**src/rtl/flash_stat_pkg.sv**
```systemverilog
package flash_stat_pkg;

    typedef enum logic [2:0] {
        OP_IDLE   = 3'd0,
        OP_PROG   = 3'd1,
        OP_BUFWR  = 3'd2,
        OP_ERASE  = 3'd3,
        OP_ESUSP  = 3'd4,
        OP_PSUSP  = 3'd5,
        OP_ESPROG = 3'd6,
        OP_RSVD   = 3'd7
    } op_mode_e;

    // status bit positions decoded by host polling software
    localparam int B_POLL   = 7;
    localparam int B_FAST   = 6;
    localparam int B_TMO    = 5;
    localparam int B_ERS    = 3;
    localparam int B_SECT   = 2;
    localparam int B_ABORT  = 1;

    typedef struct packed {
        logic strobe;
    } edge_state_t;

    function automatic logic mode_busy(op_mode_e m);
        return (m == OP_PROG) || (m == OP_BUFWR) || (m == OP_ERASE) || (m == OP_ESPROG);
    endfunction

endpackage

```
**src/rtl/stat_toggle_cell.sv**
```systemverilog
module stat_toggle_cell (
    input  logic clk,
    input  logic rst_n,
    input  logic clr_i,
    input  logic adv_i,
    output logic q_o
);
    logic bit_d, bit_q;

    always_comb begin
        bit_d = bit_q;
        if (clr_i)
            bit_d = 1'b0;
        else if (adv_i)
            bit_d = ~bit_q;
    end

    always_ff @(posedge clk or negedge rst_n) begin
        if (!rst_n)
            bit_q <= 1'b0;
        else
            bit_q <= bit_d;
    end

    assign q_o = bit_q;

    // clear wins
    a_r11_cell_clear: assert property (@(posedge clk) disable iff (!rst_n)
        clr_i |=> (q_o == 1'b0));

endmodule

```
**src/rtl/stat_word_mux.sv**
```systemverilog
module stat_word_mux
    import flash_stat_pkg::*;
#(
    parameter int DATA_W = 8
) (
    input  op_mode_e          mode_i,
    input  logic              in_sector_i,
    input  logic              wr_bit7_i,
    input  logic              timeout_i,
    input  logic              buf_abort_i,
    input  logic [DATA_W-1:0] array_data_i,
    input  logic              fast_tgl_i,
    input  logic              sect_tgl_i,
    output logic [DATA_W-1:0] status_o,
    output logic              pull_low_o
);
    logic [DATA_W-1:0] word_d;

    always_comb begin
        word_d = '0;
        unique case (mode_i)
            OP_PROG, OP_ESPROG: begin
                word_d[B_POLL] = ~wr_bit7_i;
                word_d[B_FAST] = fast_tgl_i;
                word_d[B_TMO]  = timeout_i;
            end
            OP_BUFWR: begin
                word_d[B_POLL]  = ~wr_bit7_i;
                word_d[B_FAST]  = fast_tgl_i;
                word_d[B_TMO]   = timeout_i;
                word_d[B_ABORT] = buf_abort_i;
            end
            OP_ERASE: begin
                word_d[B_FAST] = fast_tgl_i;
                word_d[B_TMO]  = timeout_i;
                word_d[B_ERS]  = 1'b1;
                word_d[B_SECT] = sect_tgl_i;
            end
            OP_ESUSP: begin
                if (in_sector_i) begin
                    word_d[B_POLL] = 1'b1;
                    word_d[B_FAST] = fast_tgl_i;
                    word_d[B_SECT] = sect_tgl_i;
                end else begin
                    word_d = array_data_i;
                end
            end
            OP_PSUSP: begin
                if (!in_sector_i)
                    word_d = array_data_i;
            end
            default: word_d = array_data_i;
        endcase
    end

    assign status_o   = word_d;
    assign pull_low_o = mode_busy(mode_i);

endmodule

```
**src/rtl/flash_status_gen.sv**
```systemverilog
module flash_status_gen
    import flash_stat_pkg::*;
#(
    parameter int DATA_W = 8
) (
    input  logic              clk,
    input  logic              rst_n,
    input  logic [2:0]        op_mode_i,
    input  logic              op_start_i,
    input  logic              in_sector_i,
    input  logic              wr_bit7_i,
    input  logic              timeout_i,
    input  logic              buf_abort_i,
    input  logic              rd_strobe_i,
    input  logic [DATA_W-1:0] array_data_i,
    output logic [DATA_W-1:0] status_o,
    output logic              ryby_pull_low_o
);
    op_mode_e    mode;
    edge_state_t st_d, st_q;
    logic        rd_rise, adv_fast, adv_sect;
    logic        fast_tgl, sect_tgl;

    assign mode = op_mode_e'(op_mode_i);

    always_comb begin
        st_d        = st_q;
        st_d.strobe = rd_strobe_i;
        rd_rise     = rd_strobe_i & ~st_q.strobe;
        adv_fast    = rd_rise & mode_busy(mode);
        adv_sect    = rd_rise & in_sector_i & ((mode == OP_ERASE) || (mode == OP_ESUSP));
    end

    always_ff @(posedge clk or negedge rst_n) begin
        if (!rst_n)
            st_q <= '0;
        else
            st_q <= st_d;
    end

    stat_toggle_cell u_fast (
        .clk   (clk),
        .rst_n (rst_n),
        .clr_i (op_start_i),
        .adv_i (adv_fast),
        .q_o   (fast_tgl)
    );

    stat_toggle_cell u_sect (
        .clk   (clk),
        .rst_n (rst_n),
        .clr_i (op_start_i),
        .adv_i (adv_sect),
        .q_o   (sect_tgl)
    );

    stat_word_mux #(.DATA_W(DATA_W)) u_mux (
        .mode_i       (mode),
        .in_sector_i  (in_sector_i),
        .wr_bit7_i    (wr_bit7_i),
        .timeout_i    (timeout_i),
        .buf_abort_i  (buf_abort_i),
        .array_data_i (array_data_i),
        .fast_tgl_i   (fast_tgl),
        .sect_tgl_i   (sect_tgl),
        .status_o     (status_o),
        .pull_low_o   (ryby_pull_low_o)
    );

    // qualified edge flips the fast toggle
    a_r9_fast_flip: assert property (@(posedge clk) disable iff (!rst_n)
        (adv_fast && !op_start_i) |=> (fast_tgl != $past(fast_tgl)));
    // no qualified edge, fast toggle holds
    a_r9_fast_hold: assert property (@(posedge clk) disable iff (!rst_n)
        (!adv_fast && !op_start_i) |=> $stable(fast_tgl));
    // reads outside the sector never move the sector toggle
    a_r10_sect_gate: assert property (@(posedge clk) disable iff (!rst_n)
        (!in_sector_i && !op_start_i) |=> $stable(sect_tgl));
    // start clears both toggles
    a_r11_start_clear: assert property (@(posedge clk) disable iff (!rst_n)
        op_start_i |=> (!fast_tgl && !sect_tgl));
    // fast toggle frozen during erase suspend
    a_r4_susp_freeze: assert property (@(posedge clk) disable iff (!rst_n)
        (mode == OP_ESUSP && !op_start_i) |=> $stable(fast_tgl));
    // fixed erase bits and busy
    a_r3_erase_bits: assert property (@(posedge clk) disable iff (!rst_n)
        (mode == OP_ERASE) |-> (status_o[B_ERS] && !status_o[B_POLL] && ryby_pull_low_o));
    // no timeout, bit 5 low in busy modes
    a_r7_tmo_low: assert property (@(posedge clk) disable iff (!rst_n)
        (mode_busy(mode) && !timeout_i) |-> !status_o[B_TMO]);
    // idle reads pass array data, line released
    a_r5_idle_pass: assert property (@(posedge clk) disable iff (!rst_n)
        (mode == OP_IDLE) |-> (status_o == array_data_i && !ryby_pull_low_o));

endmodule

```
**config.mk**
```make
export PLATFORM = sky130hd
export DESIGN_NAME = flash_status_gen
export DESIGN_NICKNAME = d
export VERILOG_FILES = /design/src/rtl/flash_stat_pkg.sv /design/src/rtl/stat_toggle_cell.sv /design/src/rtl/stat_word_mux.sv /design/src/rtl/flash_status_gen.sv
export SDC_FILE = /design/constraint.sdc
export NUM_CORES = 1
export LEC_CHECK = 0
export BUFFER_PORTS_ARGS = -buffer_cell sky130_fd_sc_hd__buf_2
export CAP_MARGIN = 20
export CORE_AREA = 4 4 41 43
export CTS_CLUSTER_DIAMETER = 50
export CTS_CLUSTER_SIZE = 30
export DETAILED_ROUTE_END_ITERATION = 12
export DIE_AREA = 0 0 45 47
export PLACE_DENSITY = 0.61
export SLEW_MARGIN = 25
export SYNTH_ARGS = -nofsm -noshare
export SYNTH_HDL_FRONTEND = slang
export SYNTH_SLANG_ARGS = --single-unit
```
**constraint.sdc**
```tcl
create_clock -name clk -period 2.5 [get_ports clk]
set_input_delay 0.25 -clock clk [delete_from_list [all_inputs] [get_ports clk]]
set_output_delay 0.25 -clock clk [all_outputs]
set_load 0.03 [all_outputs]
```
==> impl_metrics.tcl, run 1 <==
set metrics [dict create \
    cts.sinks 3 \
    powerDensity_nw_per_um2 421 \
    cp-end-kind "primary output" \
    wl_met3_um 69 \
    post_cts_buffers 0 \
    reg2reg_depth 3 \
    dp_cells 92 \
    worstSetupPathType "reg -> out" \
    seq_area_frac_synth_pct 19.5 \
    vias 482 \
    num_rows 13 \
    tns_ns 0 \
    cp.required_ns 2.25 \
    die_w_um 45 \
    grt_usage_pct 11.8 \
    worstPathArrival_ns 1.48 \
    slew-limit-headroom_pct 84.0 \
    top_layer "met3" \
    path_clk_slew_ns 0.03 \
    synth-seq-cells 3 \
    ant_nets 0 \
    clkLatencyLatePin_ns 0.23 \
    core_um2 1300 \
    period_share_pct 69.2 \
    diodes 0 \
    grt_pass1_vias 444 \
    initial_core_util_pct 29.5 \
    cp_max_fo 4 \
    drt_iter0_markers 3 \
    wl_per_cell_um 11.4 \
    wl_met1_um 502 \
    ctsResizeCount 0 \
    maxCapViolCount 0 \
    dp_hpwl_um 854 \
    rsz0062_at_grt "no" \
    r2r-start "st_q$_DFF_PN0_" \
    min_path_type "in -> reg" \
    tightest_slew_ns 0.236 \
    die_y_um 47 \
    r2r-end "u_sect.q_o$_DFFE_PN0P_" \
    grt_pass1_wl_um 1820 \
    gp_congestion 0.688 \
    portBuffers 27 \
    leakagePower_nw 0.300 \
    syn2layout_area_growth_pct 45.9 \
    final_max_slew_viol_count 0 \
    h-tree-depth 1 \
    synth.cell_area_um2 384 \
    drive_gt1_share_pct 37.8 \
    clockBufferDepth 2 \
    dr.pass1.iters 2 \
    synth_nets 72 \
    io-pin-count 28 \
    final_cell_mix "buf_2 (27), nand2_1 (6), a21oi_1 (6)" \
    cts-root-buf "clkbuf_4" \
    cts_hold_buffers 1 \
    cts_buffers 3 \
    start_kind "flop" \
    status "finished clean" \
    finClkSkew_ns 0.000974 \
    antenna_found_initial 0 \
    final_util_pct 43.1 \
    hold_path.startpoint "rd_strobe_i" \
    hold_violations 0 \
    ys_warn_count 0 \
    routed_wl_um 1100 \
    dieArea_um2 2120 \
    avgSynthCellArea_um2 7.25 \
    instances_no_fill 97 \
    hold_end "st_q$_DFF_PN0_" \
    nets 102 \
    overflow 0 \
    cts_tree "done" \
    finalPower_mw 0.236 \
    remaining_drc_errors 0 \
    synth.distinct_cells 26 \
    via_per_inst 4.97 \
    grt_max_degree 16 \
    vdd_drop_max_mv 0.250 \
    setup_viol 0 \
    clock.fmax_mhz 578 \
    final_common_cell "buf_2" \
    reg2reg_slack_ns 1.45 \
    min_delay_path_depth 1 \
    min_period_ns 1.73 \
    syn_inst 53 \
    wl_met2_um 529 \
]
[cell usage after synthesis]
cell type / count / area (um2)
or3_1: 1 / 6.26
xnor2_1: 1 / 8.76
o21ai_1: 3 / 15.0
and2_1: 2 / 12.5
and4bb_1: 1 / 12.5
a21oi_1: 6 / 30.0
mux2i_1: 1 / 10.0
nand2_1: 6 / 22.5
o31ai_1: 1 / 7.51
a22o_1: 2 / 17.5
dfrtp_1: 3 / 75.1
nand3_1: 1 / 5.00
nor2b_1: 3 / 18.8
nor4bb_1: 1 / 10.0
and3b_1: 1 / 8.76
nor2_1: 4 / 15.0
a22oi_1: 1 / 7.51
nand3b_1: 1 / 7.51
nor2_2: 1 / 6.26
buf_2: 2 / 10.0
a21o_1: 3 / 22.5
clkbuf_1: 1 / 3.75
mux2_1: 2 / 22.5
nor3_1: 1 / 5.00
o221ai_1: 1 / 8.76
o21ai_0: 3 / 15.0
[registers in the layout, summed over array words and instances (netlist names)]
signal,count
st_q,1
u_fast.q_o,1
u_sect.q_o,1
[worst max-delay path, stage by stage, from the launching register on]
cell     delay [ns]
dfrtp_1        0.39
mux2_1         0.28
a22o_1         0.23
a22o_1         0.17
buf_2          0.17
[how the worst max path moves through the flow]
stage / start / endpoint / depth (start not counted)
2_1_floorplan: op_mode_i[2] / status_o[5] / 4
3_3_place_gp: op_mode_i[2] / status_o[2] / 5
3_5_place_dp: op_mode_i[2] / status_o[2] / 5
4_1_cts: u_sect.q_o$_DFFE_PN0P_ / status_o[2] / 4
5_1_grt: u_sect.q_o$_DFFE_PN0P_ / status_o[2] / 4
6_report: u_sect.q_o$_DFFE_PN0P_ / status_o[2] / 4
[per-layer routing]
metal	track usage [%]	up-vias
met4	8.77	0
met1	16.0	212
met3	2.30	0
met5	0	-
met2	16.4	13
li1	-	257
[where the power goes]
part | total, mW | switching [mW] | internal, mW
Combinational | 0.101 | 0.0610 | 0.0398
Clock | 0.0824 | 0.0227 | 0.0597
Sequential | 0.0531 | 0.00189 | 0.0512
Total | 0.236 | 0.0856 | 0.151
[kinds of logic (layout without fill, tap and decap cells)]
group           after synthesis  after routing  share of synthesized area (%)
simple gates                 23             23                           33.9
compound gates               20             20                           32.2
mux                           3              3                           8.47
flops                         3              3                           19.5
buf+inv                       3             32                           3.58
xor+xnor                      1              1                           2.28
[layout make-up]
type | instances | area [um2]
Fill cell | 139 | 741
Multi-Input combinational cell | 47 | 295
Timing Repair Buffer | 28 | 145
Sequential cell | 3 | 75.1
Clock buffer | 4 | 26.3
Tap cell | 15 | 18.8
[stage by stage]
stage               setup WS, ns  hold slack, ns  cell area [um2]
global placement           0.887          0.0491              524
floorplan                  0.677         -0.0456              384
finish                     0.769           0.158              561
CTS                        0.760           0.150              561
global route               0.720           0.145              561
detailed placement         0.858          0.0490              524
(Power assumes the default switching activity.)
==> inputs of run 2 (changes only) <==
--- a/config.mk
+++ b/config.mk
@@ -12,7 +12,7 @@
 export CTS_CLUSTER_SIZE = 30
 export DETAILED_ROUTE_END_ITERATION = 12
 export DIE_AREA = 0 0 45 47
-export PLACE_DENSITY = 0.61
+export PLACE_DENSITY = 0.64
 export SLEW_MARGIN = 25
 export SYNTH_ARGS = -nofsm -noshare
 export SYNTH_HDL_FRONTEND = slang
==> constraint.sdc (replaced) <==
create_clock -name clk -period 1.4 [get_ports clk]
set_input_delay 0.14 -clock clk [delete_from_list [all_inputs] [get_ports clk]]
set_output_delay 0.14 -clock clk [all_outputs]
set_load 0.03 [all_outputs]
==> run 2 against run 1 <==
The run now ends with setup timing left. Clock skew about the same. Die area unchanged. Register-to-register slack got worse by 1.1 ns. Total power increased by 87%. Sequential power increased by 78%. Clock-buffer cell count unchanged. Sequential share of layout area decreased by 1.0 points.
==> impl_metrics.tcl, run 2 (same netlist as run 1, synthesis figures left out) <==
set metrics [dict create \
    final_cell_mix "buf_2 (25), nand2_1 (6), a21oi_1 (5), buf_4 (5), nor2_1 (4)" \
    diodes 0 \
    cp.required_ns 1.26 \
    hold_path.startpoint "rd_strobe_i" \
    finClkSkew_ns 0.000753 \
    grt_pass1_vias 447 \
    cts.sinks 3 \
    num_rows 13 \
    vdd_drop_max_mv 0.336 \
    grt_max_degree 16 \
    period_share_pct 109 \
    vias 501 \
    intPower_mw 0.282 \
    leakagePower_nw 0.325 \
    via_per_inst 4.96 \
    power.share.combinational_pct 44.9 \
    r2r-start "u_sect.q_o$_DFFE_PN0P_" \
    drt_iter0_markers 10 \
    worstSetupPathType "reg -> out" \
    slowest_delay_ns 0.37 \
    final_common_cell "buf_2" \
    die_w_um 45 \
    p_seq_share_pct 21.4 \
    tightest_slew_ns 0.266 \
    antenna_found_initial 0 \
    clock.fmax_mhz 655 \
    dp_cells 95 \
    crit_path_start "u_sect.q_o$_DFFE_PN0P_" \
    worstPathCellList "mux2_4, a22o_1, a22o_1, buf_6" \
    clockBufferDepth 2 \
    min_delay_path_depth 1 \
    cpMostUsedCell "a22o_1" \
    setup_viol 1 \
    cts_buffers 3 \
    path_clk_slew_ns 0.03 \
    p_clk_share_pct 33.7 \
    cts_tree "done" \
    io-pin-count 28 \
    dp_hpwl_um 936 \
    swShare_pct 36.2 \
    cp_max_fo 2 \
    h-tree-depth 1 \
    dieArea_um2 2120 \
    dpl_cell_area_um2 551 \
    grt_pass1_wl_um 1890 \
    grt_usage_pct 11.9 \
    gp_congestion 0.749 \
    syn2layout_area_growth_pct 58.0 \
    drive_gt1_share_pct 43.0 \
    powerDensity_nw_per_um2 729 \
    reg2reg_depth 3 \
    hold_violations 0 \
    cp-end-kind "primary output" \
    maxCapViolCount 0 \
    clkLatencyLatePin_ns 0.23 \
    wl_per_cell_um 12.0 \
    start_kind "flop" \
    core_um2 1300 \
    nets 106 \
    switchingPower_mw 0.160 \
    violations "setup timing" \
    final_max_slew_viol_count 0 \
    status "finished, violations left" \
    slowest_stage "dfrtp_1" \
    portBuffers 27 \
    die_y_um 47 \
    final_area_um2 607 \
    timing.final.ws_setup_ns -0.127 \
    cts-root-buf "clkbuf_4" \
    rsz0062_at_grt "yes" \
    instances_no_fill 101 \
    routed_wl_um 1220 \
    min_path_type "in -> reg" \
    slew-limit-headroom_pct 82.1 \
    ant_nets 0 \
    overflow 0 \
    dr.pass1.iters 4 \
    fill_cells 145 \
    remaining_drc_errors 0 \
    initial_core_util_pct 29.5 \
    worstPathArrival_ns 1.39 \
    min_period_ns 1.53 \
]
==> run 2: layer usage <==
metal | routed length (um) | track usage (%) | vias to the layer above
met5 | 0 | 0 | -
met4 | 0 | 7.02 | 0
met3 | 64 | 0 | 0
met2 | 590 | 20.1 | 15
met1 | 560 | 15.3 | 224
li1 | - | - | 262
==> run 2: path summary, 6_finish.rpt <==
check	end	slack, ns
setup / recovery	status_o[2]	-0.13
hold / removal	st_q$_DFF_PN0_	0.05
setup reg to reg	u_sect.q_o$_DFFE_PN0P_	0.31
hold reg to reg	u_fast.q_o$_DFFE_PN0P_	0.61
max in group asynchronous	st_q$_DFF_PN0_	1.06
min in group asynchronous	u_fast.q_o$_DFFE_PN0P_	0.24
==> run 2: timing repair <==
item,CTS,global route
hold buffers,1,0
gates resized for setup,4,0
setup buffers,0,1
setup endpoints to repair,2,3
pin swaps,1,0
endpoints found under the hold margin,3,0
==> run 2: layout make-up <==
type	instances	area (um2)	area share, %
clock buffers	4	26.3	4.33
multi-input cells	47	303	49.9
well taps	15	18.8	3.09
flip-flops and latches	3	75.1	12.4
repair buffers	32	184	30.3
==> run 2: power by group through the flow <==
stage | Sequential (mW) | Combinational [mW] | Clock, mW
floorplan | 0.0950 | 0.118 | 0
global placement | 0.0953 | 0.183 | 0
detailed placement | 0.0953 | 0.187 | 0
CTS | 0.0943 | 0.197 | 0.159
global route | 0.0950 | 0.216 | 0.164
finish | 0.0946 | 0.199 | 0.149
==> run 2: critical path, delay by kind of cell (launching register included) <==
kind	cells	cell delay [ns]
compound gates	2	0.39
buf+inv	1	0.14
flops	1	0.37
mux	1	0.27
==> run 2: through the flow <==
stage	power (mW)	hold WS (ns)	setup TNS (ns)	util [%]	worst slack [ns]
global placement	0.279	-0.0620	0	42.3	0.0766
global route	0.474	0.0492	-0.253	46.6	-0.190
floorplan	0.213	-0.156	0	-	0.0431
CTS	0.450	0.0389	-0.131	46.1	-0.131
finish	0.442	0.0534	-0.127	46.6	-0.127
detailed placement	0.282	-0.0609	0	42.3	0.0619
